===== src/rtl/pscan_pkg.sv =====
package pscan_pkg;

  typedef enum logic [3:0] {
    S_IDLE,
    S_ENTER,
    S_INTEG,
    S_LOAD,
    S_TO_CAP,
    S_CAP,
    S_TO_SHIFT,
    S_UNLOAD,
    S_EXIT,
    S_DONE
  } seq_state_e;

  localparam int ROM_STIM = 0;
  localparam int ROM_RESP = 1;

  // Stimulus word applied by vector idx (caller truncates to chain length).
  function automatic logic [31:0] stim_word(input int unsigned idx);
    logic [31:0] prod;
    prod = 32'(idx + 1) * 32'h9E37_79B1;
    return prod ^ 32'hA5A5_A5A5;
  endfunction

  // Response captured by the chain for vector idx: inverted stimulus mixed
  // with the count of captures made before it by the unscanned state.
  function automatic logic [31:0] resp_word(input int unsigned idx);
    return ~stim_word(idx) ^ 32'(idx);
  endfunction

endpackage


===== src/rtl/pscan_rom.sv =====
module pscan_rom #(
  parameter int WIDTH = 12,
  parameter int DEPTH = 6,
  parameter int KIND  = 0,
  localparam int AW   = (DEPTH > 1) ? $clog2(DEPTH) : 1
) (
  input  logic             clk,
  input  logic [AW-1:0]    addr,
  output logic [WIDTH-1:0] data
);
  import pscan_pkg::*;

  logic [WIDTH-1:0] mem [DEPTH];

  initial begin
    for (int i = 0; i < DEPTH; i++) begin
      if (KIND == ROM_STIM) mem[i] = WIDTH'(stim_word(i));
      else                  mem[i] = WIDTH'(resp_word(i));
    end
  end

  // Registered read, no reset: maps onto a synchronous block memory.
  always_ff @(posedge clk) begin
    data <= mem[addr];
  end

endmodule


===== src/rtl/pscan_ctrl.sv =====
module pscan_ctrl #(
  parameter int CHAIN_LEN = 12,
  parameter int NUM_VEC   = 6,
  localparam int AW       = (NUM_VEC > 1) ? $clog2(NUM_VEC) : 1
) (
  input  logic                 clk,
  input  logic                 rst,
  input  logic                 start,
  input  logic [CHAIN_LEN-1:0] stim_data,
  input  logic [CHAIN_LEN-1:0] resp_data,
  output logic [AW-1:0]        stim_addr,
  output logic [AW-1:0]        resp_addr,
  output logic                 test_mode,
  output logic                 scan_clk_en,
  output logic                 sys_clk_en,
  output logic                 chain_si,
  output logic                 capture_stb,
  output logic                 cmp_en,
  output logic                 cmp_bit,
  output logic                 run_clr,
  output logic                 publish,
  output logic                 done
);
  import pscan_pkg::*;

  localparam int CW     = $clog2(CHAIN_LEN + 4);
  localparam int VW     = $clog2(NUM_VEC + 1);
  localparam int IW     = $clog2(CHAIN_LEN);
  localparam int BUDGET = (NUM_VEC + 2) * CHAIN_LEN + NUM_VEC + 4;
  localparam int PCW    = $clog2(BUDGET + 1);
  localparam logic [1:0] LMOD = 2'(CHAIN_LEN % 4);

  seq_state_e     st, st_n;
  logic [CW-1:0]  cnt, cnt_n;
  logic [VW-1:0]  vec, vec_n;
  logic [VW-1:0]  vec_cl, vec_pr;

  logic mode_n, sce_n, sys_n, si_n, cap_n, chk_n, exp_n;
  logic [1:0] integ_ph;

  // ROM addressing: current vector for stimulus, previous one for response.
  always_comb begin
    vec_cl    = (vec >= VW'(NUM_VEC)) ? VW'(NUM_VEC - 1) : vec;
    vec_pr    = (vec == '0) ? '0 : vec - 1'b1;
    stim_addr = AW'(vec_cl);
    resp_addr = AW'(vec_pr);
  end

  assign run_clr = start && (st == S_IDLE || st == S_DONE);
  assign publish = (st == S_EXIT);

  // Next phase
  always_comb begin
    st_n  = st;
    cnt_n = cnt;
    vec_n = vec;
    case (st)
      S_IDLE, S_DONE: begin
        if (start) begin
          st_n  = S_ENTER;
          cnt_n = '0;
          vec_n = '0;
        end
      end
      S_ENTER: begin
        st_n  = S_INTEG;
        cnt_n = '0;
      end
      S_INTEG: begin
        if (cnt == CW'(CHAIN_LEN + 3)) begin
          st_n  = S_LOAD;
          cnt_n = '0;
        end else begin
          cnt_n = cnt + 1'b1;
        end
      end
      S_LOAD: begin
        if (cnt == CW'(CHAIN_LEN - 1)) st_n = S_TO_CAP;
        else                          cnt_n = cnt + 1'b1;
      end
      S_TO_CAP: begin
        st_n  = S_CAP;
        vec_n = vec + 1'b1;
      end
      S_CAP: st_n = S_TO_SHIFT;
      S_TO_SHIFT: begin
        cnt_n = '0;
        st_n  = (vec == VW'(NUM_VEC)) ? S_UNLOAD : S_LOAD;
      end
      S_UNLOAD: begin
        if (cnt == CW'(CHAIN_LEN - 1)) st_n = S_EXIT;
        else                          cnt_n = cnt + 1'b1;
      end
      S_EXIT:  st_n = S_DONE;
      default: st_n = S_IDLE;
    endcase
  end

  // Output decode of the phase about to be entered (outputs are registered)
  always_comb begin
    mode_n   = 1'b0;
    sce_n    = 1'b0;
    sys_n    = 1'b0;
    si_n     = 1'b0;
    cap_n    = 1'b0;
    chk_n    = 1'b0;
    exp_n    = 1'b0;
    integ_ph = cnt_n[1:0] - LMOD;
    case (st_n)
      S_ENTER, S_TO_SHIFT: mode_n = 1'b1;
      S_INTEG: begin
        mode_n = 1'b1;
        sce_n  = 1'b1;
        si_n   = cnt_n[1];
        chk_n  = (cnt_n >= CW'(CHAIN_LEN));
        exp_n  = (integ_ph >= 2'd2);
      end
      S_LOAD: begin
        mode_n = 1'b1;
        sce_n  = 1'b1;
        si_n   = stim_data[cnt_n[IW-1:0]];
        chk_n  = 1'b1;
        exp_n  = (vec_n == '0) ? cnt_n[1] : resp_data[cnt_n[IW-1:0]];
      end
      S_CAP: begin
        sce_n = 1'b1;
        sys_n = 1'b1;
        cap_n = 1'b1;
      end
      S_UNLOAD: begin
        mode_n = 1'b1;
        sce_n  = 1'b1;
        chk_n  = 1'b1;
        exp_n  = resp_data[cnt_n[IW-1:0]];
      end
      default: ;
    endcase
  end

  always_ff @(posedge clk) begin
    if (rst) begin
      st          <= S_IDLE;
      cnt         <= '0;
      vec         <= '0;
      test_mode   <= 1'b0;
      scan_clk_en <= 1'b0;
      sys_clk_en  <= 1'b0;
      chain_si    <= 1'b0;
      capture_stb <= 1'b0;
      cmp_en      <= 1'b0;
      cmp_bit     <= 1'b0;
      done        <= 1'b0;
    end else begin
      st          <= st_n;
      cnt         <= cnt_n;
      vec         <= vec_n;
      test_mode   <= mode_n;
      scan_clk_en <= sce_n;
      sys_clk_en  <= sys_n;
      chain_si    <= si_n;
      capture_stb <= cap_n;
      cmp_en      <= chk_n;
      cmp_bit     <= exp_n;
      done        <= (st_n == S_DONE);
    end
  end

  // Pulse tally used only by the budget assertion
  logic [PCW-1:0] pulse_cnt;
  always_ff @(posedge clk) begin
    if (rst || run_clr)                pulse_cnt <= '0;
    else if (scan_clk_en || sys_clk_en) pulse_cnt <= pulse_cnt + 1'b1;
  end

  p_mode_quiet_r2: assert property (@(posedge clk) disable iff (rst)
    (test_mode != $past(test_mode)) |-> (!scan_clk_en && !sys_clk_en));

  p_capture_shape_r1: assert property (@(posedge clk) disable iff (rst)
    sys_clk_en |-> (scan_clk_en && !test_mode && capture_stb));

  p_shift_shape_r1: assert property (@(posedge clk) disable iff (rst)
    (scan_clk_en && test_mode) |-> !sys_clk_en);

  p_clock_budget_r5: assert property (@(posedge clk) disable iff (rst)
    (st == S_EXIT) |-> (pulse_cnt == PCW'(BUDGET)));

  p_done_hold_r9: assert property (@(posedge clk) disable iff (rst)
    (done && !start) |=> done);

endmodule


===== src/rtl/pscan_resp_chk.sv =====
module pscan_resp_chk (
  input  logic clk,
  input  logic rst,
  input  logic clr,
  input  logic publish,
  input  logic shift_en,
  input  logic cmp_en,
  input  logic cmp_bit,
  input  logic chain_so,
  output logic mismatch
);

  logic err;
  logic bad_bit;

  assign bad_bit = shift_en && cmp_en && (chain_so != cmp_bit);

  always_ff @(posedge clk) begin
    if (rst || clr) begin
      err      <= 1'b0;
      mismatch <= 1'b0;
    end else begin
      if (bad_bit) err <= 1'b1;
      if (publish) mismatch <= err;
    end
  end

  p_err_sticky_r8: assert property (@(posedge clk) disable iff (rst)
    (err && !clr) |=> err);

  p_clear_on_start_r9: assert property (@(posedge clk) disable iff (rst)
    clr |=> (!mismatch && !err));

  p_flag_needs_error_r8: assert property (@(posedge clk) disable iff (rst)
    $rose(mismatch) |-> $past(err));

endmodule


===== src/rtl/pscan_seq.sv =====
module pscan_seq #(
  parameter int CHAIN_LEN = 12,
  parameter int NUM_VEC   = 6
) (
  input  logic clk,
  input  logic rst,
  input  logic start,
  input  logic chain_so,
  output logic test_mode,
  output logic scan_clk_en,
  output logic sys_clk_en,
  output logic chain_si,
  output logic capture_stb,
  output logic done,
  output logic mismatch
);
  import pscan_pkg::*;

  localparam int AW = (NUM_VEC > 1) ? $clog2(NUM_VEC) : 1;

  logic [AW-1:0]        stim_addr, resp_addr;
  logic [CHAIN_LEN-1:0] stim_data, resp_data;
  logic                 cmp_en, cmp_bit, run_clr, publish;

  pscan_rom #(.WIDTH(CHAIN_LEN), .DEPTH(NUM_VEC), .KIND(ROM_STIM)) u_stim_rom (
    .clk  (clk),
    .addr (stim_addr),
    .data (stim_data)
  );

  pscan_rom #(.WIDTH(CHAIN_LEN), .DEPTH(NUM_VEC), .KIND(ROM_RESP)) u_resp_rom (
    .clk  (clk),
    .addr (resp_addr),
    .data (resp_data)
  );

  pscan_ctrl #(.CHAIN_LEN(CHAIN_LEN), .NUM_VEC(NUM_VEC)) u_ctrl (
    .clk         (clk),
    .rst         (rst),
    .start       (start),
    .stim_data   (stim_data),
    .resp_data   (resp_data),
    .stim_addr   (stim_addr),
    .resp_addr   (resp_addr),
    .test_mode   (test_mode),
    .scan_clk_en (scan_clk_en),
    .sys_clk_en  (sys_clk_en),
    .chain_si    (chain_si),
    .capture_stb (capture_stb),
    .cmp_en      (cmp_en),
    .cmp_bit     (cmp_bit),
    .run_clr     (run_clr),
    .publish     (publish),
    .done        (done)
  );

  pscan_resp_chk u_chk (
    .clk      (clk),
    .rst      (rst),
    .clr      (run_clr),
    .publish  (publish),
    .shift_en (scan_clk_en),
    .cmp_en   (cmp_en),
    .cmp_bit  (cmp_bit),
    .chain_so (chain_so),
    .mismatch (mismatch)
  );

endmodule


===== config.mk =====
export PLATFORM = sky130hd
export DESIGN_NAME = pscan_seq
export DESIGN_NICKNAME = d
export VERILOG_FILES = /design/src/rtl/pscan_pkg.sv /design/src/rtl/pscan_rom.sv /design/src/rtl/pscan_ctrl.sv /design/src/rtl/pscan_resp_chk.sv /design/src/rtl/pscan_seq.sv
export SDC_FILE = /design/constraint.sdc
export NUM_CORES = 1
export LEC_CHECK = 0
export ABC_AREA = 1
export BUFFER_PORTS_ARGS = -buffer_cell sky130_fd_sc_hd__clkbuf_2
export CORE_MARGIN = 1.5
export CORE_UTILIZATION = 60
export DETAILED_ROUTE_END_ITERATION = 10
export GPL_ROUTABILITY_DRIVEN = 0
export GPL_TIMING_DRIVEN = 0
export PLACE_DENSITY = 0.75
export SYNTH_ARGS = -nofsm -noshare
export SYNTH_HDL_FRONTEND = slang
export SYNTH_SLANG_ARGS = --single-unit

===== constraint.sdc =====
create_clock -name clk -period 2.4 [get_ports clk]
set_input_delay 0.36 -clock clk [delete_from_list [all_inputs] [get_ports clk]]
set_output_delay 0.36 -clock clk [all_outputs]
set_load 0.005 [all_outputs]

==> metrics.md, run 1 <==
| Metric | Value |
|---|---|
| Clk_skew | `just under 9 ps` |
| Worst setup EP type | `flop` |
| First-pass GRT wire length | `6417 um` |
| WP data required | `2620 ps` |
| Total die area | `around 3600 um2` |
| Worst EP arrival | `2330 ps` |
| Die height | `60.18 um` |
| DRC | `0` |
| Initial DRC count | `143` |
| Core area | `3078 um2` |
| DR WL/cell | `11.44 um` |
| # setup viols final | `0` |
| Peak VDD IR | `437.7 uV` |
| Final Hold Fails | `0` |
| Yosys top cell area share | `39.80%` |
| Metal3 WL | `about 150 um` |
| Tmin final | `roughly 2100 ps` |
| Total grt overflow | `0` |
| CP Max Fanout | `5` |
| Clock buffer depth | `2` |
| First-pass DRT Iterations | `5` |
| HPWL Detailed | `2935 um` |
| Top achievable clock speed | `473.2 MHz` |
| Starting Density | `a little under two thirds` |
| Syn_nets | `286` |
| Leak | `0.001040 uW` |
| Post-DRT Antenna Nets | `0` |
| Area leader, netlist | `dfxtp_1` |
| Yosys cell types | `31` |
| Sequential area share after synthesis | `39.80%` |
| Hold_ws | `approximately 300 ps` |
| Outcome | `complete, no violations` |
| Critical Path Start Type | `flop` |
| Vias | `1668` |
| CTS tree | `built` |
| Crit Path Category | `reg2reg` |
| Reg2reg path depth | `12` |
| Worst skew pair latency | `350 ps` |
| Hold Path Class | `in2reg` |
| DIE WIDTH | `between 60 and 70 um` |
| Initial antenna violation count | `0` |
| TritonCTS Buffers | `5` |
| Crit share post-route | `about nine tenths` |
| Top Metal Used | `met4` |
| Htree depth | `2` |
| Post-route cell area | `between 2000 and 2500 um2` |
| Io pins | `11` |
| Most frequent cells in the layout | `nand2_1, inv_1, nor2_1, dfxtp_1, nand3_1` |
| Clk pin slew, worst setup/hold paths | `120 ps` |
| MaxCap Viol Count | `0` |
| Unrepaired setup endpoints after global routing | `false` |
| Largest net degree at the start of global routing | `13` |
| Max-slew violation count | `0` |
| Area delta synth->final | `8.355%` |
| Yosys Warn Count | `0` |
| Syn Std Cell Area | `slightly below 2000 um2` |
| Layout Nets | `slightly above 300` |
| Row count | `20` |
| Final TNS setup | `0 ps` |
| DP Area | `~2100 um2` |
| Met2 wire len | `1744 um` |
| Pwr Total | `1238 uW` |
| Synth top area cells | `dfxtp_1, nand2_1, inv_1, nor2_1, ha_1` |
| Gr usage total | `between 20% and 30%` |
| Hold Crit Depth | `4` |
| Slew @ Worst Pin | `481.5 ps` |
| Clock root buffer | `clkbuf_4` |
| Vias in the first global route | `1544` |
| # diodes | `0` |
| Vias/cell | `4.994` |
| Share of cells above drive strength 1 | `roughly 16%` |
| Commonest non-fill, non-tap cell in the layout | `nand2_1` |
| Number of synthesized register bits | `39` |
| Setup bufs post-CTS | `0` |
| DRT met1 WL | `1862 um` |
| Post-Synthesis Cells | `~270` |
| Worst slew margin | `67.90%` |
| Port bufs | `9` |
| WL final | `around 3800 um` |
| Clock sinks | `39` |
| Pwr/cell area | `582.6 nW/um2` |
| Syn avg cell area | `7.186 um2` |
==> path summary, 6_finish.rpt <==
check	from	to	slack, ps
setup / recovery	u_ctrl.st[2]	u_ctrl.cmp_bit	290
hold / removal	chain_so	u_chk.err	310
setup reg to reg	u_ctrl.st[2]	u_ctrl.cmp_bit	290
hold reg to reg	u_chk.err	u_chk.err	490
==> power by group <==
group          total (uW)  internal (uW)  switching, uW
Combinational         233           77.6            155
Clock                 327            113            214
Sequential            678            664           14.3
Total                1240            855            384
==> synthesized netlist by cell type, drive strengths merged <==
master  number
a211oi       1
a21oi       13
a31oi        1
and3         1
buf          2
clkbuf       3
dfxtp       39
ha           9
inv         45
nand2       61
nand3       19
nand4        3
nor2        42
nor3         5
o211ai       3
o21a         1
o21ai       16
o21bai       2
o22ai        1
or2          3
xor2         3
==> routing by layer <==
metal	vias up	GRT usage, %
met5	-	0
met4	0	10.48
met3	9	5.195
met2	34	39.29
met1	734	30.80
li1	891	-
==> metrics by stage <==
step | util [%] | setup slack [ps] | std cells
global route | 69.07 | 33.54 | 334
floorplan | - | 546.8 | 273
global placement | 66.99 | 230.1 | 326
finish | 69.07 | 286.7 | 334
detailed placement | 66.99 | 269.3 | 326
CTS | 68.74 | 234.7 | 334
==> cell type report <==
class / instances / area (um2)
timing repair buffer: 9 / 45.04
multi-input combinational: 184 / 991.0
buffer: 5 / 30.03
clock buffer: 6 / 41.29
clock inverter: 2 / 12.51
fill: 284 / 952.2
inverter: 45 / 168.9
sequential: 39 / 782.0
tap: 44 / 55.05
==> repair_timing <==
action	CTS	global route
endpoints found under the hold margin	0	0
gates resized for setup	0	4
hold buffers	0	0
endpoints found under the setup margin	0	1
==> worst max-delay path, cell delays in order (launching register included) <==
cell	delay (ps)
dfxtp_1	420
inv_1	100
nor2_1	270
nand2_1	220
nand2_1	180
o21ai_0	120
nor3_1	210
inv_1	80
o21a_1	170
nand2_1	60
inv_1	30
nor2_1	80
nor2_1	50
==> flip-flops by register name, summed over array words and instances, names as in the netlist, 3 cells and up <==
signal and count:
u_stim_rom.data 10, u_ctrl.st 4, u_ctrl.cnt 4, u_resp_rom.data 9, u_ctrl.vec 3
==> cell families after synthesis <==
family	share of synthesized area, %
simple gates	32.27
buf+inv	10.14
flops	39.80
compound gates	10.71
fa+ha+maj	5.740
xor+xnor	1.340
Power figures use the tool's default switching activity.
==> run 2, diff against run 1 <==
--- a/config.mk
+++ b/config.mk
@@ -5,7 +5,7 @@
 export SDC_FILE = /design/constraint.sdc
 export NUM_CORES = 1
 export LEC_CHECK = 0
-export ABC_AREA = 1
+export ABC_AREA = 0
 export BUFFER_PORTS_ARGS = -buffer_cell sky130_fd_sc_hd__clkbuf_2
 export CORE_MARGIN = 1.5
 export CORE_UTILIZATION = 60
==> metrics.md, run 2 <==
| Metric | Value |
|---|---|
| Worst setup EP type | `flop` |
| Worst path cell trace | `ha_4 -> and4b_1 -> buf_6 -> o21ai_0 -> a31oi_1 -> o211a_1 -> o211ai_1 -> nor2_1 -> a211o_1` |
| Pwr/cell area | `513.3 nW/um2` |
| Clock root buffer | `clkbuf_4` |
| Syn avg cell area | `9.195 um2` |
| HPWL Detailed | `2950 um` |
| Clk_skew | `approximately 12 ps` |
| WL final | `4033 um` |
| Pwr Total | `1129 uW` |
| Synth top area cells | `dfxtp_1, ha_1, mux2i_1, inv_1, nor2_1` |
| Gr usage total | `roughly 25%` |
| Yosys top cell area share | `39.49%` |
| Crit share post-route | `97.41%` |
| Max-slew violation count | `0` |
| DIE WIDTH | `60.40 um` |
| Sequential area share after synthesis | `39.49%` |
| Post-Synthesis Cells | `215` |
| Crit Path Category | `reg2reg` |
| Io pins | `11` |
| Biggest regs | `u_stim_rom.data (10), u_resp_rom.data (9)` |
| Post-synth EDFFs | `0` |
| Worst slew margin | `63.87%` |
| Most frequent cells after synthesis | `dfxtp_1, inv_1, nor2_1, a21oi_1` |
| Worst skew pair latency | `between 300 and 400 ps` |
| Setup bufs post-CTS | `0` |
| # setup viols final | `0` |
| Pre-CTS WS | `-44.24 ps` |
| Number of synthesized register bits | `39` |
| Hold Path Class | `in2reg` |
| Synth Flop Type | `dfxtp_1` |
| Initial DRC count | `120` |
| Most frequent cells in the layout | `dfxtp_1, inv_1, nor2_1` |
| Initial antenna violation count | `0` |
| Worst path bufs/invs | `1` |
| TritonCTS Buffers | `5` |
| DP Area | `2082 um2` |
| Slew @ Worst Pin | `538.9 ps` |
| Starting Density | `63.71%` |
| Htree depth | `2` |
| Setup ws final | `62.16 ps` |
| Outcome | `complete, no violations` |
| Commonest non-fill, non-tap cell in the layout | `dfxtp_1` |
| Unrepaired setup endpoints after global routing | `true` |
| Leak | `0.0009638 uW` |
| Final TNS setup | `0 ps` |
| Most frequent cell after synthesis | `dfxtp_1` |
| MaxCap Viol Count | `0` |
| Final Hold Fails | `0` |
| CP Max Fanout | `8` |
| Layout Nets | `245` |
| CTS Hold Bufs | `0` |
| Post-route cell area | `2200 um2` |
| First-pass DRT Iterations | `4` |
| Clock buffer depth | `2` |
| Vias | `1560` |
| Area delta synth->final | `11.27%` |
| DR WL/cell | `14.61 um` |
| Total grt overflow | `0` |
| Worst EP arrival | `around 2600 ps` |
| Core area | `3103 um2` |
| Largest register FFs | `10` |
| Port bufs | `10` |
| Yosys Warn Count | `0` |
| Syn Std Cell Area | `a little under 2000 um2` |
| DRC | `0` |
| WP data required | `2630 ps` |
| Syn_nets | `228` |
| Largest net degree at the start of global routing | `13` |
| Yosys cell types | `slightly below 60` |
| Tmin final | `2338 ps` |
| Total die area | `3648 um2` |
| Fill count | `271` |
| Share of cells above drive strength 1 | `21.55%` |
| First-pass GRT wire length | `about 6700 um` |
| Area leader, netlist | `dfxtp_1` |
| Post-DRT Antenna Nets | `0` |
| Row count | `20` |
| FFs w/ async S/R, synth | `0%` |
| Worst path max stage delay | `380 ps` |
| Vias in the first global route | `approximately 1500` |
| Clk pin slew, worst setup/hold paths | `120 ps` |
| Critical Path Start Type | `flop` |
| # diodes | `0` |
| Biggest register | `u_stim_rom.data` |
| Die height | `between 60 and 70 um` |
| CP top delay family | `compound AO/OA/AOI/OAI gates` |
| Clock sinks | `39` |
| CTS tree | `built` |
| Peak VDD IR | `about 340 uV` |
| Critical Path Slowest Stage Cell | `dfxtp_4` |
| Vias/cell | `5.652` |
| Top achievable clock speed | `between 400 and 500 MHz` |
==> run 2: cell types whose count changed after synthesis, moves of 5 or more <==
cell | previous run | this run
nand2_2 | 8 | 0
nor2b_1 | 0 | 5
inv_1 | 41 | 20
nor2_1 | 39 | 19
nand2_1 | 49 | 10
nand3_1 | 16 | 5
o21ai_0 | 14 | 5
mux2i_1 | 0 | 10
==> run 2: routing by layer <==
layer | vias up | GRT usage (%) | part of all wire [%]
met5 | - | 0 | 0
met2 | 34 | 38.98 | 47
met3 | 6 | 6.183 | 4.0
met4 | 0 | 8.889 | 1.1
li1 | 789 | - | -
met1 | 731 | 33.20 | 48
==> run 2: stage by stage <==
stage	hold WS, ps	cells	util [%]
global route	265.3	276	70.89
global placement	491.9	269	67.10
detailed placement	500.6	269	67.10
CTS	262.5	276	69.15
floorplan	436.7	215	-
finish	277.1	276	70.89
==> run 2: repair_timing <==
action,4_1_cts,5_1_grt
setup endpoints to repair,2,2
hold endpoints to repair,0,0
cloned,0,1
gates resized for setup,4,9
pin swaps,1,1
==> run 2: kinds of logic (layout without fill, tap and decap cells) <==
kind of cell	after synthesis	after routing	share of synthesized area [%]
buffers and inverters	33	50	8.038
AO/OA/AOI/OAI	47	47	17.60
AND/OR/NAND/NOR	69	69	20.00
XOR/XNOR	5	5	2.216
flip-flops	39	39	39.49
adder cells (fa/ha/maj)	9	9	5.696
multiplexers	13	13	6.962
==> run 2: final cells by class <==
class / instances / area [um2] / share of cell area (%)
Tap cell: 44 / 55.05 / 2.503
Buffer: 12 / 86.33 / 3.925
Multi-Input combinational cell: 143 / 1082 / 49.20
Timing Repair Buffer: 11 / 61.31 / 2.787
Sequential cell: 39 / 788.3 / 35.84
Clock inverter: 2 / 13.76 / 0.6257
Clock buffer: 5 / 37.54 / 1.706
Inverter: 20 / 75.07 / 3.413
==> run 2: worst reg2reg max path: cells and delay by family, from the launching register on <==
kind,cells,cell delay [ps]
buffers and inverters,1,140
and+or+nand+nor,2,280
DFF,1,380
adders and majority gates,1,180
AOI/OAI and AO/OA,5,1240
==> run 2: final timing paths <==
path	startpoint	to	slack, ps	cells past startpoint
worst max-delay path	u_ctrl.cnt[0]	u_ctrl.cmp_bit	60	9
worst min-delay path	rst	u_ctrl.st[0]	280	2
worst max register to register	u_ctrl.cnt[0]	u_ctrl.cmp_bit	60	9
worst min register to register	u_ctrl.vec[1]	u_stim_rom.data[10]	520	1
==> run 2: where the power goes <==
part / internal [uW] / total, uW / switching [uW]
clock network: 109 / 314 / 205
registers: 656 / 664 / 7.63
logic: 65.8 / 151 / 85.3
total: 831 / 1130 / 298
==> run 3, diff against run 2 <==
--- a/config.mk
+++ b/config.mk
@@ -8,11 +8,12 @@
 export ABC_AREA = 0
 export BUFFER_PORTS_ARGS = -buffer_cell sky130_fd_sc_hd__clkbuf_2
 export CORE_MARGIN = 1.5
-export CORE_UTILIZATION = 60
+export CORE_UTILIZATION = 40
+export CTS_BUF_LIST = sky130_fd_sc_hd__clkbuf_4
 export DETAILED_ROUTE_END_ITERATION = 10
 export GPL_ROUTABILITY_DRIVEN = 0
 export GPL_TIMING_DRIVEN = 0
-export PLACE_DENSITY = 0.75
+export PLACE_DENSITY = 0.52
 export SYNTH_ARGS = -nofsm -noshare
 export SYNTH_HDL_FRONTEND = slang
 export SYNTH_SLANG_ARGS = --single-unit
==> metrics.md, run 3 (synthesis gave the netlist of run 2 again) <==
| Metric | Value |
|---|---|
| Clock root buffer | `clkbuf_4` |
| Multi-input gate area | `1086 um2` |
| TritonCTS Buffers | `5` |
| MaxCap Viol Count | `0` |
| Met2 wire len | `2127 um` |
| Post-Layout Cell Count | `305` |
| Fill count | `500` |
| Most frequent cells in the layout | `dfxtp_1, inv_1, nor2_1` |
| Worst skew pair latency | `360 ps` |
| Row count | `25` |
| Commonest non-fill, non-tap cell in the layout | `dfxtp_1` |
| Max-slew violation count | `0` |
| Crit. Startpoint | `u_ctrl.cnt[0]` |
| Hold wc startpoint | `rst` |
| Top Metal Used | `met4` |
| Final TNS setup | `0 ps` |
| Clk pwr share | `35.8%` |
| Pwr/cell area | `roughly 560 nW/um2` |
| Reg2reg start | `u_ctrl.cnt[0]` |
| Internal cell power | `959.5 uW` |
| Vias | `between 1500 and 2000` |
| Switch share | `25.86%` |
| Initial antenna violation count | `0` |
| Port bufs | `10` |
| Part of the power in registers | `51.2%` |
| Vias/cell | `5.197` |
| Total die area | `5373 um2` |
| Leak | `0.001003 uW` |
| Peak VDD IR | `between 200 and 300 uV` |
| Logic pwr share | `13.0%` |
| Setup ws final | `68.19 ps` |
| Gr usage total | `between 15 and 20%` |
| Fin util | `just under 50%` |
| Largest register FFs | `10` |
| Crit share post-route | `between 90% and 100%` |
| Worst setup EP type | `flop` |
| First-pass GRT wire length | `about 7000 um` |
| Biggest register | `u_stim_rom.data` |
| Slew @ Worst Pin | `562.9 ps` |
| Initial DRC count | `76` |
| Clock sinks | `39` |
| Worst slew margin | `slightly above 60%` |
| Layout Nets | `250` |
| DP Cell Count | `292` |
| Metal3 WL | `105 um` |
| Io pins | `11` |
| Critical Path Start Type | `flop` |
| Unrepaired setup endpoints after global routing | `true` |
| Top achievable clock speed | `428.9 MHz` |
| DRT met1 WL | `2004 um` |
| Largest net degree at the start of global routing | `15` |
| Vias in the first global route | `1538` |
| DIE WIDTH | `73.30 um` |
| DRC | `0` |
| CTS tree | `built` |
| Clk pin slew, worst setup/hold paths | `130 ps` |
| Biggest regs | `u_stim_rom.data (10), u_resp_rom.data (9)` |
| Hold Path Class | `in2reg` |
| # setup viols final | `0` |
| HPWL Detailed | `roughly 3200 um` |
| First-pass DRT Iterations | `4` |
| WL final | `4314 um` |
| Share of cells above drive strength 1 | `24.79%` |
| Clock buffer depth | `2` |
| Crit Path Category | `reg2reg` |
| Post-DRT Antenna Nets | `0` |
| Pre-CTS WS | `-62.38 ps` |
| Seq. cell area | `789.5 um2` |
| Hold_ws | `252.7 ps` |
| Sw Pwr | `334.7 uW` |
| DR WL/cell | `14.14 um` |
| WP data required | `2650 ps` |
| Total grt overflow | `0` |
| Die height | `73.30 um` |
| Core area | `4755 um2` |
| Outcome | `complete, no violations` |
| Worst EP arrival | `2580 ps` |
| CP Max Fanout | `8` |
| Final Hold Fails | `0` |
| Area delta synth->final | `16.58%` |
| Clk_skew | `13.72 ps` |
| # diodes | `0` |
| Starting Density | `between 40% and 50%` |
| R2R Setup Slk | `just under 70 ps` |
| Htree depth | `2` |
| Tmin final | `2332 ps` |
==> run 3: cell type report <==
class                      instances  area share (%)
timing repair buffer              15           3.963
clock buffer                       5           1.629
tap                               67           3.637
clock inverter                     3           2.063
sequential                        39           34.26
multi-input combinational        143           47.12
inverter                          20           3.257
buffer                            13           4.072
==> run 3: worst max-delay path: stages (launching register included) <==
cell and delay [ps]:
dfxtp_2 390, ha_4 170, and4b_1 210, buf_6 140
a21boi_2 70, a211oi_4 310, buf_4 160, clkdlybuf4s15_2 260
nor2b_1 80, a221oi_2 300, o32ai_2 130
==> run 3: per-stage QoR <==
step | total power, uW | cell area (um2)
global placement | 813.7 | 2111
floorplan | 780.6 | 1977
finish | 1294 | 2305
CTS | 1275 | 2218
global route | 1351 | 2305
detailed placement | 813.9 | 2111
==> run 3: final timing paths <==
check / end / cells after the start
max: u_ctrl.chain_si / 10
min reg2reg: u_chk.err / 2
min: u_ctrl.st[0] / 2
max reg2reg: u_ctrl.chain_si / 10
==> run 3: metal layers <==
metal	track usage, %	up-vias
li1	-	793
met1	20.95	761
met2	28.69	23
met3	4.252	8
met4	7.819	0
met5	0	-
==> run 3: what timing repair did <==
item / 4_1_cts / 5_1_grt
gates resized for setup: 3 / 13
pin swaps: 1 / 6
setup endpoints to repair: 2 / 2
buffers inserted: 0 / 4
hold endpoints to repair: 0 / 0
cloned: 1 / 0
hold buffers: 0 / 0
==> run 3: power by group through the flow <==
stage          clock network [uW]  logic [uW]  registers, uW
6_report                      463         168            663
5_1_grt                       506         181            664
4_1_cts                       468         143            664
3_5_place_dp                    0         136            678
3_3_place_gp                    0         136            678
2_1_floorplan                   0         103            677
